$ cat src/rtl/pwmb_pkg.sv
package pwmb_pkg;

  // resolution of the short channels and of the DAC fine part
  localparam int PWM_RES = 6;

  // Bit-spread rule: the lowest set bit k of idx selects data bit RES-1-k.
  // Index 0 selects nothing.
  function automatic logic spread_hit(input logic [PWM_RES-1:0] val,
                                      input logic [PWM_RES-1:0] idx);
    logic hit;
    logic found;
    hit   = 1'b0;
    found = 1'b0;
    for (int k = 0; k < PWM_RES; k++) begin
      if (!found && idx[k]) begin
        hit   = val[PWM_RES-1-k];
        found = 1'b1;
      end
    end
    return hit;
  endfunction

endpackage

$ cat src/rtl/pwmb_timebase.sv
module pwmb_timebase
  import pwmb_pkg::*;
#(
  parameter int DIV   = 2,
  parameter int SEG_W = 5,
  parameter int SUB_W = 8
) (
  input  logic               clk,
  input  logic               rst_n,
  output logic [PWM_RES-1:0] seg_idx,
  output logic               wrap6,
  output logic [PWM_RES-1:0] sub_idx,
  output logic [SUB_W-1:0]   sub_pos
);

  localparam int DIV_W = (DIV > 1) ? $clog2(DIV) : 1;
  localparam int CTR_W = PWM_RES + SUB_W;
  localparam int P6_W  = PWM_RES + SEG_W;

  logic [DIV_W-1:0] div_q, div_d;
  logic [CTR_W-1:0] ctr_q, ctr_d;
  logic             tick;

  always_comb begin
    tick  = (div_q == DIV_W'(DIV - 1));
    div_d = tick ? '0 : div_q + 1'b1;
    ctr_d = tick ? ctr_q + 1'b1 : ctr_q;
  end

  always_ff @(posedge clk or negedge rst_n) begin
    if (!rst_n) begin
      div_q <= '0;
      ctr_q <= '0;
    end else begin
      div_q <= div_d;
      ctr_q <= ctr_d;
    end
  end

  assign seg_idx = ctr_q[P6_W-1:SEG_W];
  assign wrap6   = tick && (ctr_q[P6_W-1:0] == '1);
  assign sub_idx = ctr_q[CTR_W-1:SUB_W];
  assign sub_pos = ctr_q[SUB_W-1:0];

endmodule

$ cat src/rtl/pwmb_ch6.sv
module pwmb_ch6
  import pwmb_pkg::*;
(
  input  logic               clk,
  input  logic               rst_n,
  input  logic               wr_stb,
  input  logic [PWM_RES-1:0] wr_val,
  input  logic               wrap6,
  input  logic [PWM_RES-1:0] seg_idx,
  input  logic               en_d,
  output logic [PWM_RES-1:0] lat_o,
  output logic               pwm_o
);

  logic [PWM_RES-1:0] stage_q, stage_d;
  logic [PWM_RES-1:0] lat_q, lat_d;
  logic               out_q, out_d;

  always_comb begin
    stage_d = wr_stb ? wr_val : stage_q;
    lat_d   = wrap6 ? stage_q : lat_q;
    out_d   = en_d && spread_hit(lat_q, seg_idx);
  end

  always_ff @(posedge clk or negedge rst_n) begin
    if (!rst_n) begin
      stage_q <= '0;
      lat_q   <= '0;
      out_q   <= 1'b0;
    end else begin
      stage_q <= stage_d;
      lat_q   <= lat_d;
      out_q   <= out_d;
    end
  end

  assign lat_o = lat_q;
  assign pwm_o = out_q;

endmodule

$ cat src/rtl/pwmb_dac14.sv
module pwmb_dac14
  import pwmb_pkg::*;
#(
  parameter int SUB_W = 8
) (
  input  logic                       clk,
  input  logic                       rst_n,
  input  logic                       wr_hi,
  input  logic                       wr_lo,
  input  logic [SUB_W-1:0]           wr_val,
  input  logic [PWM_RES-1:0]         sub_idx,
  input  logic [SUB_W-1:0]           sub_pos,
  input  logic                       en_d,
  output logic [SUB_W+PWM_RES-1:0]   lat_o,
  output logic                       dac_o
);

  localparam int LAT_W = SUB_W + PWM_RES;

  logic [SUB_W-1:0] hi_q, hi_d;
  logic [LAT_W-1:0] lat_q, lat_d;
  logic             out_q, out_d;
  logic             extra;
  logic [SUB_W:0]   width;

  always_comb begin
    hi_d  = wr_hi ? wr_val : hi_q;
    lat_d = wr_lo ? {hi_q, wr_val[PWM_RES-1:0]} : lat_q;
    extra = spread_hit(lat_q[PWM_RES-1:0], sub_idx);
    width = {1'b0, lat_q[LAT_W-1:PWM_RES]} + {{SUB_W{1'b0}}, extra};
    out_d = en_d && ({1'b0, sub_pos} < width);
  end

  always_ff @(posedge clk or negedge rst_n) begin
    if (!rst_n) begin
      hi_q  <= '0;
      lat_q <= '0;
      out_q <= 1'b0;
    end else begin
      hi_q  <= hi_d;
      lat_q <= lat_d;
      out_q <= out_d;
    end
  end

  assign lat_o = lat_q;
  assign dac_o = out_q;

endmodule

$ cat src/rtl/pwm_dac_bank.sv
module pwm_dac_bank
  import pwmb_pkg::*;
#(
  parameter int N_CH   = 8,
  parameter int DIV    = 2,
  parameter int SEG_W  = 5,
  parameter int SUB_W  = 8,
  parameter int ADDR_W = 4,
  parameter int DATA_W = 8
) (
  input  logic              clk,
  input  logic              rst_n,
  input  logic              wr_en,
  input  logic [ADDR_W-1:0] wr_addr,
  input  logic [DATA_W-1:0] wr_data,
  output logic [N_CH-1:0]   pwm_o,
  output logic [N_CH-1:0]   pwm_oe,
  output logic              dac_o,
  output logic              dac_oe
);

  localparam int A_DHI  = N_CH;
  localparam int A_DLO  = N_CH + 1;
  localparam int A_EN6  = N_CH + 2;
  localparam int A_DEN  = N_CH + 3;
  localparam int LAT_W  = SUB_W + PWM_RES;

  logic [PWM_RES-1:0]            seg_idx;
  logic                          wrap6;
  logic [PWM_RES-1:0]            sub_idx;
  logic [SUB_W-1:0]              sub_pos;
  logic [N_CH-1:0][PWM_RES-1:0]  lat6;
  logic [LAT_W-1:0]              dac_lat;

  logic [N_CH-1:0] en6_q, en6_d;
  logic            den_q, den_d;
  logic            wr_dhi, wr_dlo;

  always_comb begin
    wr_dhi = wr_en && (wr_addr == ADDR_W'(A_DHI));
    wr_dlo = wr_en && (wr_addr == ADDR_W'(A_DLO));
    en6_d  = (wr_en && (wr_addr == ADDR_W'(A_EN6))) ? wr_data[N_CH-1:0] : en6_q;
    den_d  = (wr_en && (wr_addr == ADDR_W'(A_DEN))) ? wr_data[0] : den_q;
  end

  always_ff @(posedge clk or negedge rst_n) begin
    if (!rst_n) begin
      en6_q <= '0;
      den_q <= 1'b0;
    end else begin
      en6_q <= en6_d;
      den_q <= den_d;
    end
  end

  pwmb_timebase #(.DIV(DIV), .SEG_W(SEG_W), .SUB_W(SUB_W)) u_tb (
    .clk     (clk),
    .rst_n   (rst_n),
    .seg_idx (seg_idx),
    .wrap6   (wrap6),
    .sub_idx (sub_idx),
    .sub_pos (sub_pos)
  );

  for (genvar c = 0; c < N_CH; c++) begin : g_ch
    pwmb_ch6 u_ch (
      .clk     (clk),
      .rst_n   (rst_n),
      .wr_stb  (wr_en && (wr_addr == ADDR_W'(c))),
      .wr_val  (wr_data[PWM_RES-1:0]),
      .wrap6   (wrap6),
      .seg_idx (seg_idx),
      .en_d    (en6_d[c]),
      .lat_o   (lat6[c]),
      .pwm_o   (pwm_o[c])
    );
  end

  pwmb_dac14 #(.SUB_W(SUB_W)) u_dac (
    .clk     (clk),
    .rst_n   (rst_n),
    .wr_hi   (wr_dhi),
    .wr_lo   (wr_dlo),
    .wr_val  (wr_data[SUB_W-1:0]),
    .sub_idx (sub_idx),
    .sub_pos (sub_pos),
    .en_d    (den_d),
    .lat_o   (dac_lat),
    .dac_o   (dac_o)
  );

  assign pwm_oe = en6_q;
  assign dac_oe = den_q;

endmodule

$ cat config.mk
export PLATFORM = sky130hd
export DESIGN_NAME = pwm_dac_bank
export DESIGN_NICKNAME = d
export VERILOG_FILES = /design/src/rtl/pwmb_pkg.sv /design/src/rtl/pwmb_timebase.sv /design/src/rtl/pwmb_ch6.sv /design/src/rtl/pwmb_dac14.sv /design/src/rtl/pwm_dac_bank.sv
export SDC_FILE = /design/constraint.sdc
export NUM_CORES = 1
export LEC_CHECK = 0
export ABC_CLOCK_PERIOD_IN_PS = 2900
export BUFFER_PORTS_ARGS = -buffer_cell sky130_fd_sc_hd__buf_2
export CELL_PAD_IN_SITES_DETAIL_PLACEMENT = 2
export CELL_PAD_IN_SITES_GLOBAL_PLACEMENT = 2
export CORE_MARGIN = 10
export CORE_UTILIZATION = 35
export CTS_BUF_LIST = sky130_fd_sc_hd__clkbuf_4 sky130_fd_sc_hd__clkbuf_8 sky130_fd_sc_hd__clkbuf_16
export CTS_CLUSTER_SIZE = 24
export DETAILED_ROUTE_END_ITERATION = 10
export MAX_ROUTING_LAYER = met4
export PLACE_DENSITY = 0.68
export SYNTH_ARGS = -nofsm -noshare
export SYNTH_HDL_FRONTEND = slang
export SYNTH_SLANG_ARGS = --single-unit
$ cat constraint.sdc
create_clock -name clk -period 2.9 [get_ports clk]
set_input_delay 0.145 -clock clk [delete_from_list [all_inputs] [get_ports clk]]
set_output_delay 0.145 -clock clk [all_outputs]
set_load 0.02 [all_outputs]
# After elaboration in Yosys (flattened, before gate mapping)
# Cells that the tools add are included.
[word_totals] reg_bits=151 latch_bits=0 ramBits=0 romBits=0 input_bits=15 output_inout_bits=18 wordCells=157 mem_count=0
[op_classes] n_addsub=3 n_mul=0 div=0 order_cmp=1 eq_ne=12 n_shift=0 muxes=67 bitwise_logic=0 n_reduce_logical=43
[ops] operator="$mux W1" n=66
[ops] operator="$logic_and A1 B1 Y1" n=32
[ops] operator="$eq A4 B3 Y1 const B" n=4
[ops] operator="$eq A4 B4 Y1 const B" n=4
[ops] operator="$add A14 B1 Y14 const B" n=1
[ops] operator="$eq A11 B11 Y1 const B" n=1
[ops] operator="$logic_not A1 Y1" n=10
[ops] operator="$add A8 B1 Y9" n=1
[ops] operator="$lt A8 B9 Y1" n=1
[ops] operator="$eq A4 B2 Y1 const B" n=2
[ops] operator="$mux W8" n=1
[ops] operator="$eq A4 B1 Y1 const B" n=1
[ops] operator="$logic_not A4 Y1" n=1
[ops] operator="$add A1 B1 Y1 const B" n=1

# Depth between registers and ports, before layout
[depth] word_depth=19 mapped_depth=11 ltp_nobuf=11

# Hierarchy
# From an unflattened synthesis, not the netlist that was laid out.
[hier_totals] cells_unflattened=493 area_unflattened_um2=6698.9
[by_module_without_submodules] mod="pwmb_ch6" n_inst=8 cells_each=37 area_per_inst_um2=538.0 seq_area_each_um2=325.3
[by_module_without_submodules] mod="pwmb_dac14" n_inst=1 cells_each=99 area_per_inst_um2=1196.1 seq_area_each_um2=575.6
[by_module_without_submodules] mod="pwmb_timebase" n_inst=1 cells_each=61 area_per_inst_um2=730.7 seq_area_each_um2=375.4
[by_module_without_submodules] mod="pwm_dac_bank" n_inst=1 cells_each=37 area_per_inst_um2=467.9 seq_area_each_um2=225.2

# Worst setup path after synthesis
# Ideal clock, no wire load.
[synth_timing] kind="register -> register" start="register u_tb.ctr_q[12]" end="register u_dac.out_q (netlist: u_dac.dac_o)" setup_ps=82 t_arrival_ps=2193 required_ps=2818 setup_slack_ps=625 path_stages_with_launch=11 path_buffers=0 period_less_slack_ps=2275 cell_sequence="dfrtp_1 > o21ai_0 > a221oi_1 > o31ai_1 > ha_1 > nand3_1 > xor2_1 > ha_1 > a211oi_1 > nand4_1 > a31oi_1"
[synth_via] elab_chain_cells=8 elab_cells_between_ends=9 cone_classes="1 x add/sub; 1 x order compare; 3 x mux; 4 x reduce/logical"
[synth_lines] item="start, declared" line="pwmb_timebase.sv:21" source="logic [CTR_W-1:0] ctr_q, ctr_d;"
[synth_lines] item="start signal, assigned" line="pwmb_timebase.sv:36" source="ctr_q <= ctr_d;"
[synth_lines] item="$logic_and A1 B1 Y1 (*)" line="pwmb_pkg.sv:15" source="if (!found && idx[k]) begin"
[synth_lines] item="$mux W1" line="pwmb_pkg.sv:15"
[synth_lines] item="$logic_not A1 Y1" line="pwmb_pkg.sv:15"
[synth_lines] item="$logic_and A1 B1 Y1" line="pwmb_pkg.sv:15"
[synth_lines] item="$mux W1 (*)" line="pwmb_pkg.sv:15"
[synth_lines] item="$add A8 B1 Y9 (*)" line="pwmb_dac14.sv:30" source="width = {1'b0, lat_q[LAT_W-1:PWM_RES]} + {{SUB_W{1'b0}}, extra};"
[synth_lines] item="$lt A8 B9 Y1 (*)" line="pwmb_dac14.sv:31" source="out_d = en_d && ({1'b0, sub_pos} < width);"
[synth_lines] item="$logic_and A1 B1 Y1 (*)" line="pwmb_dac14.sv:31"
[synth_lines] item="via u_dac.out_d" line="pwmb_dac14.sv:22" source="logic out_q, out_d;"
[synth_lines] item="end signal, assigned" line="pwmb_dac14.sv:42" source="out_q <= out_d;"
[synth_lines] item="end, declared" line="pwmb_dac14.sv:22"
# Mark *: on every way through the listed nets, which the timed path passes. The rest lies on a longest branch.
# A chain may end at the register's enable or synchronous reset.

# Worst setup path after layout
[layout_timing] start="register u_tb.ctr_q[11]" end="register u_dac.out_q (netlist: u_dac.dac_o)"
[layout_via] elab_chain_cells=11 elab_cells_between_ends=13 cone_classes="1 x add/sub; 1 x order compare; 5 x mux; 6 x reduce/logical"
[layout_lines] item="$logic_and A1 B1 Y1 (*)" line="pwmb_pkg.sv:15"
[layout_lines] item="$mux W1" line="pwmb_pkg.sv:15"
[layout_lines] item="$logic_not A1 Y1" line="pwmb_pkg.sv:15"
[layout_lines] item="$logic_and A1 B1 Y1" line="pwmb_pkg.sv:15"
[layout_lines] item="$mux W1" line="pwmb_pkg.sv:15"
[layout_lines] item="$logic_not A1 Y1" line="pwmb_pkg.sv:15"
[layout_lines] item="$logic_and A1 B1 Y1" line="pwmb_pkg.sv:15"
[layout_lines] item="$mux W1 (*)" line="pwmb_pkg.sv:15"
[layout_lines] item="$add A8 B1 Y9 (*)" line="pwmb_dac14.sv:30"
[layout_lines] item="$lt A8 B9 Y1 (*)" line="pwmb_dac14.sv:31"
[layout_lines] item="$logic_and A1 B1 Y1 (*)" line="pwmb_dac14.sv:31"
[layout_lines] item="via u_dac.out_d" line="pwmb_dac14.sv:22"
# Marks and branches as above.

==> impl_metrics.env <==
export IMPL_fin_hold_ws_ns=0.0348
export IMPL_final_cell_count_no_fill=737
export IMPL_worstReg2RegEnd="u_dac.dac_o"
export IMPL_r2r_setup_slack_ns=0.17
export IMPL_synth_warnings=0
export IMPL_netSwitchingFraction_pct=23.9
export IMPL_synth_distinct_cells=43
export IMPL_critPathMaxFanout=5
export IMPL_drive_above_1_share_pct=34.8
export IMPL_clockBufferDepth=2
export IMPL_min_period_over_period_pct=94.2
export IMPL_wire_per_inst_um=22.6
export IMPL_antenna_found_initial=2
export IMPL_yosys_register_bits=151
export IMPL_cp_num_cells=11
export IMPL_async_flop_share_pct=100
export IMPL_synthCells=464
export IMPL_critPathLaunchType="flop"
export IMPL_worstPathRequired_ns=3.23
export IMPL_path_buf_inv=0
export IMPL_slew_headroom_pct=43.7
export IMPL_fin_area_mm2=0.00755
export IMPL_portBuffers=32
export IMPL_pwr_share_clk_pct=43.9
export IMPL_fin_ws_ns=0.167
export IMPL_insertion_delay_ns=0.43
export IMPL_grt_usage_pct=14.8
export IMPL_io_pins=33
export IMPL_syn_avg_cell_area_um2=14.0
export IMPL_power_density_mw_per_mm2=730
export IMPL_place_detailed_hpwl_um=10700
export IMPL_drt_iter0_drc=195
export IMPL_slowest_stage="dfrtp_1"
export IMPL_die_h_um=156
export IMPL_path_clk_slew_ns=0.06
export IMPL_grt_ovfl_total=0
export IMPL_die_area_mm2=0.0245
export IMPL_post_cts_setup_buffers=0
export IMPL_rr_startpoint="u_tb.ctr_q[11]"
export IMPL_clock_root_buffer="clkbuf_16"
export IMPL_status="completed"
export IMPL_worst_pin_slew_ns=0.845
export IMPL_cts_tree="built"
export IMPL_fin_skew_ns=0.00947
export IMPL_gp_congestion=0.798
export IMPL_routed_wl_um=16700
export IMPL_core_rowCount=49
export IMPL_worst_r2r_cell_count=11
export IMPL_fillCellCount=1788
export IMPL_synth_edff_count=0
export IMPL_crit_family="compound AO/OA/AOI/OAI gates"
export IMPL_slew_violations=0
export IMPL_power_total_w=0.00551
export IMPL_slowest_delay_ns=0.43
export IMPL_min_delay_start="wr_data[6]"
export IMPL_min_path_cells=2
export IMPL_synth_seq_area_share_pct=58.0
export IMPL_syn_to_final_growth_pct=16.0
export IMPL_syn_nets=489
export IMPL_min_period_ns=2.73
export IMPL_drtAntennaViolNets=0
export IMPL_die_w_um=156
export IMPL_critPathCaptureType="flop"
export IMPL_drc=0
export IMPL_firstDrtPassIters=4
export IMPL_htreeDepth=4
export IMPL_hold_viol_final=0
export IMPL_criticalPathCategory="flop to flop"
export IMPL_place_area_mm2=0.00687
export IMPL_grt_pass1_wl_um=26800
export IMPL_hp_class="input port to flop"
export IMPL_synthFlopType="dfrtp_1"
export IMPL_nets=518
export IMPL_ir_worst_vdd_uv=342
export IMPL_pwr_share_seq_pct=46.0
export IMPL_syn_area_mm2=0.00651
export IMPL_path_cells="a21oi_1, o21ai_0, a221oi_1, o31ai_2, ha_1, nand4_1, xor2_1, ha_1, a211oi_1, nand4_1, a31oi_1"
export IMPL_viasPerCell=5.24
export IMPL_core_area_mm2=0.0181
export IMPL_power_switching_w=0.00132
export IMPL_cap_violations=0
export IMPL_fmax_mhz=366
export IMPL_cts_sinks=151
export IMPL_numCtsBuffers=17
export IMPL_cp_arrival_ns=3.06
export IMPL_dp_cells=701
export IMPL_p_int_w=0.00419
export IMPL_p_leak_nw=3.62
export IMPL_vias=3865
export IMPL_place_worst_setup_slack_ns=0.324
export IMPL_initial_core_util_pct=35.9
export IMPL_setup_viol=0
export IMPL_grt_max_degree=66
export IMPL_grt_pass1_vias=4437
export IMPL_comb_power_share_pct=10.0
export IMPL_holdPathEnd="u_dac.hi_q[6]"
==> cell families after synthesis <==
kind of cell / count (synthesis) / share of synthesized area [%]
compound gates: 45 / 5.30
xor+xnor: 20 / 2.69
fa+ha+maj: 10 / 1.92
buf+inv: 38 / 3.05
flops: 151 / 58.0
mux: 127 / 23.1
simple gates: 73 / 5.95
==> cell type report <==
cell class,instances,area [µm²],share of cell area [%]
repair buffers,44,274,3.63
multi-input cells,275,2540,33.7
clock buffers,22,488,6.46
flip-flops and latches,151,3780,50.0
diodes,2,5.00,0.0662
clock inverters,10,165,2.19
well taps,229,287,3.79
inverters,4,15.0,0.199
==> synth_stat cells, drive strengths merged, types with 3 or more instances <==
| library cell | instances | area share, % |
|---|---|---|
| o221a | 7 | 1.2 |
| nor2b | 4 | 0.38 |
| inv | 4 | 0.23 |
| xor2 | 12 | 1.6 |
| nand2b | 7 | 0.79 |
| a221o | 7 | 1.1 |
| o21ai | 10 | 0.77 |
| a21oi | 4 | 0.31 |
| nand4 | 5 | 0.48 |
| nand3b | 4 | 0.46 |
| clkbuf | 20 | 1.2 |
| nand3 | 4 | 0.31 |
| dfrtp | 151 | 58 |
| and3 | 3 | 0.29 |
| a22oi | 7 | 0.81 |
| xnor2 | 8 | 1.1 |
| mux2 | 126 | 23 |
| buf | 14 | 1.7 |
| nand2 | 24 | 1.4 |
| ha | 10 | 1.9 |
| nor2 | 12 | 0.69 |
==> sequential cells by signal (all words and copies together), names as in the netlist <==
register	flops
pwm_oe	8
g_ch.u_ch.pwm_o	8
g_ch.u_ch.stage_q	48
u_dac.lat_o	14
u_dac.hi_q	8
g_ch.u_ch.lat_o	48
dac_oe	1
u_dac.dac_o	1
u_tb.div_q	1
u_tb.ctr_q	14
==> worst max-delay path by stage <==
| stage | startpoint | to | slack (ns) |
|---|---|---|---|
| 4_1_cts | u_tb.ctr_q[12] | u_dac.dac_o | 0.16 |
| 5_1_grt | u_tb.ctr_q[12] | u_dac.dac_o | -0.009 |
| 3_5_place_dp | u_tb.ctr_q[12] | u_dac.dac_o | 0.32 |
| 6_report | u_tb.ctr_q[11] | u_dac.dac_o | 0.17 |
| 3_3_place_gp | u_tb.ctr_q[12] | u_dac.dac_o | 0.45 |
| 2_1_floorplan | u_tb.ctr_q[12] | u_dac.dac_o | 0.62 |
==> layer usage <==
metal / wire [µm] / global-route usage [%] / vias to the layer above
li1: - / - / 1712
met1: 7500 / 18.0 / 2103
met2: 8540 / 24.1 / 30
met3: 350 / 2.80 / 20
met4: 281 / 5.71 / 0
met5: 0 / - / -
==> what timing repair did <==
| item | in CTS | in global routing |
|---|---|---|
| hold endpoints to repair | 64 | 0 |
| endpoints found under the setup margin | 0 | 1 |
| gates resized for setup | 0 | 1 |
| hold buffers | 2 | 0 |
==> power groups by stage <==
stage / registers [W] / clock network, W / logic, W
2_1_floorplan: 0.00256 / 0 / 0.000323
3_3_place_gp: 0.00254 / 0 / 0.000520
3_5_place_dp: 0.00257 / 0 / 0.000553
4_1_cts: 0.00254 / 0.00247 / 0.000567
5_1_grt: 0.00258 / 0.00256 / 0.000611
6_report: 0.00254 / 0.00242 / 0.000553
==> stage by stage <==
stage / utilization [%] / TNS [ns]
2_1_floorplan: - / 0
3_3_place_gp: 37.9 / 0
3_5_place_dp: 37.9 / 0
4_1_cts: 41.6 / 0
5_1_grt: 41.6 / -0.00947
6_report: 41.6 / 0
==> layout by cell type, fill, tap and decap left out, types with 2 or more instances in the layout <==
| cell | synthesis | final |
|---|---|---|
| dfrtp_1 | 151 | 151 |
| mux2_2 | 72 | 72 |
| mux2_1 | 34 | 34 |
| buf_2 | 3 | 31 |
| nand2_1 | 24 | 24 |
| mux2_4 | 20 | 20 |
| clkbuf_16 | 0 | 17 |
| nor2_1 | 12 | 12 |
| xor2_1 | 12 | 12 |
| ha_1 | 10 | 10 |
| o21ai_0 | 9 | 9 |
| buf_4 | 8 | 9 |
| xnor2_1 | 8 | 8 |
| a221o_1 | 7 | 7 |
| a22oi_1 | 7 | 7 |
| o221a_2 | 7 | 7 |
| nand2b_1 | 6 | 6 |
| nand4_1 | 5 | 5 |
| nand3b_1 | 4 | 4 |
| nor2b_1 | 4 | 4 |
| a21oi_1 | 4 | 4 |
| inv_1 | 4 | 4 |
| nand3_1 | 4 | 4 |
| clkbuf_8 | 0 | 4 |
| bufinv_16 | 0 | 4 |
| and3_1 | 3 | 3 |
| clkinvlp_4 | 0 | 3 |
| diode_2 | 0 | 2 |
| nor3b_1 | 2 | 2 |
| o211ai_1 | 2 | 2 |
| nor3_1 | 2 | 2 |
| a211oi_1 | 2 | 2 |
| a31oi_1 | 2 | 2 |
| dlygate4sd3_1 | 0 | 2 |
(Power assumes the default switching activity.)
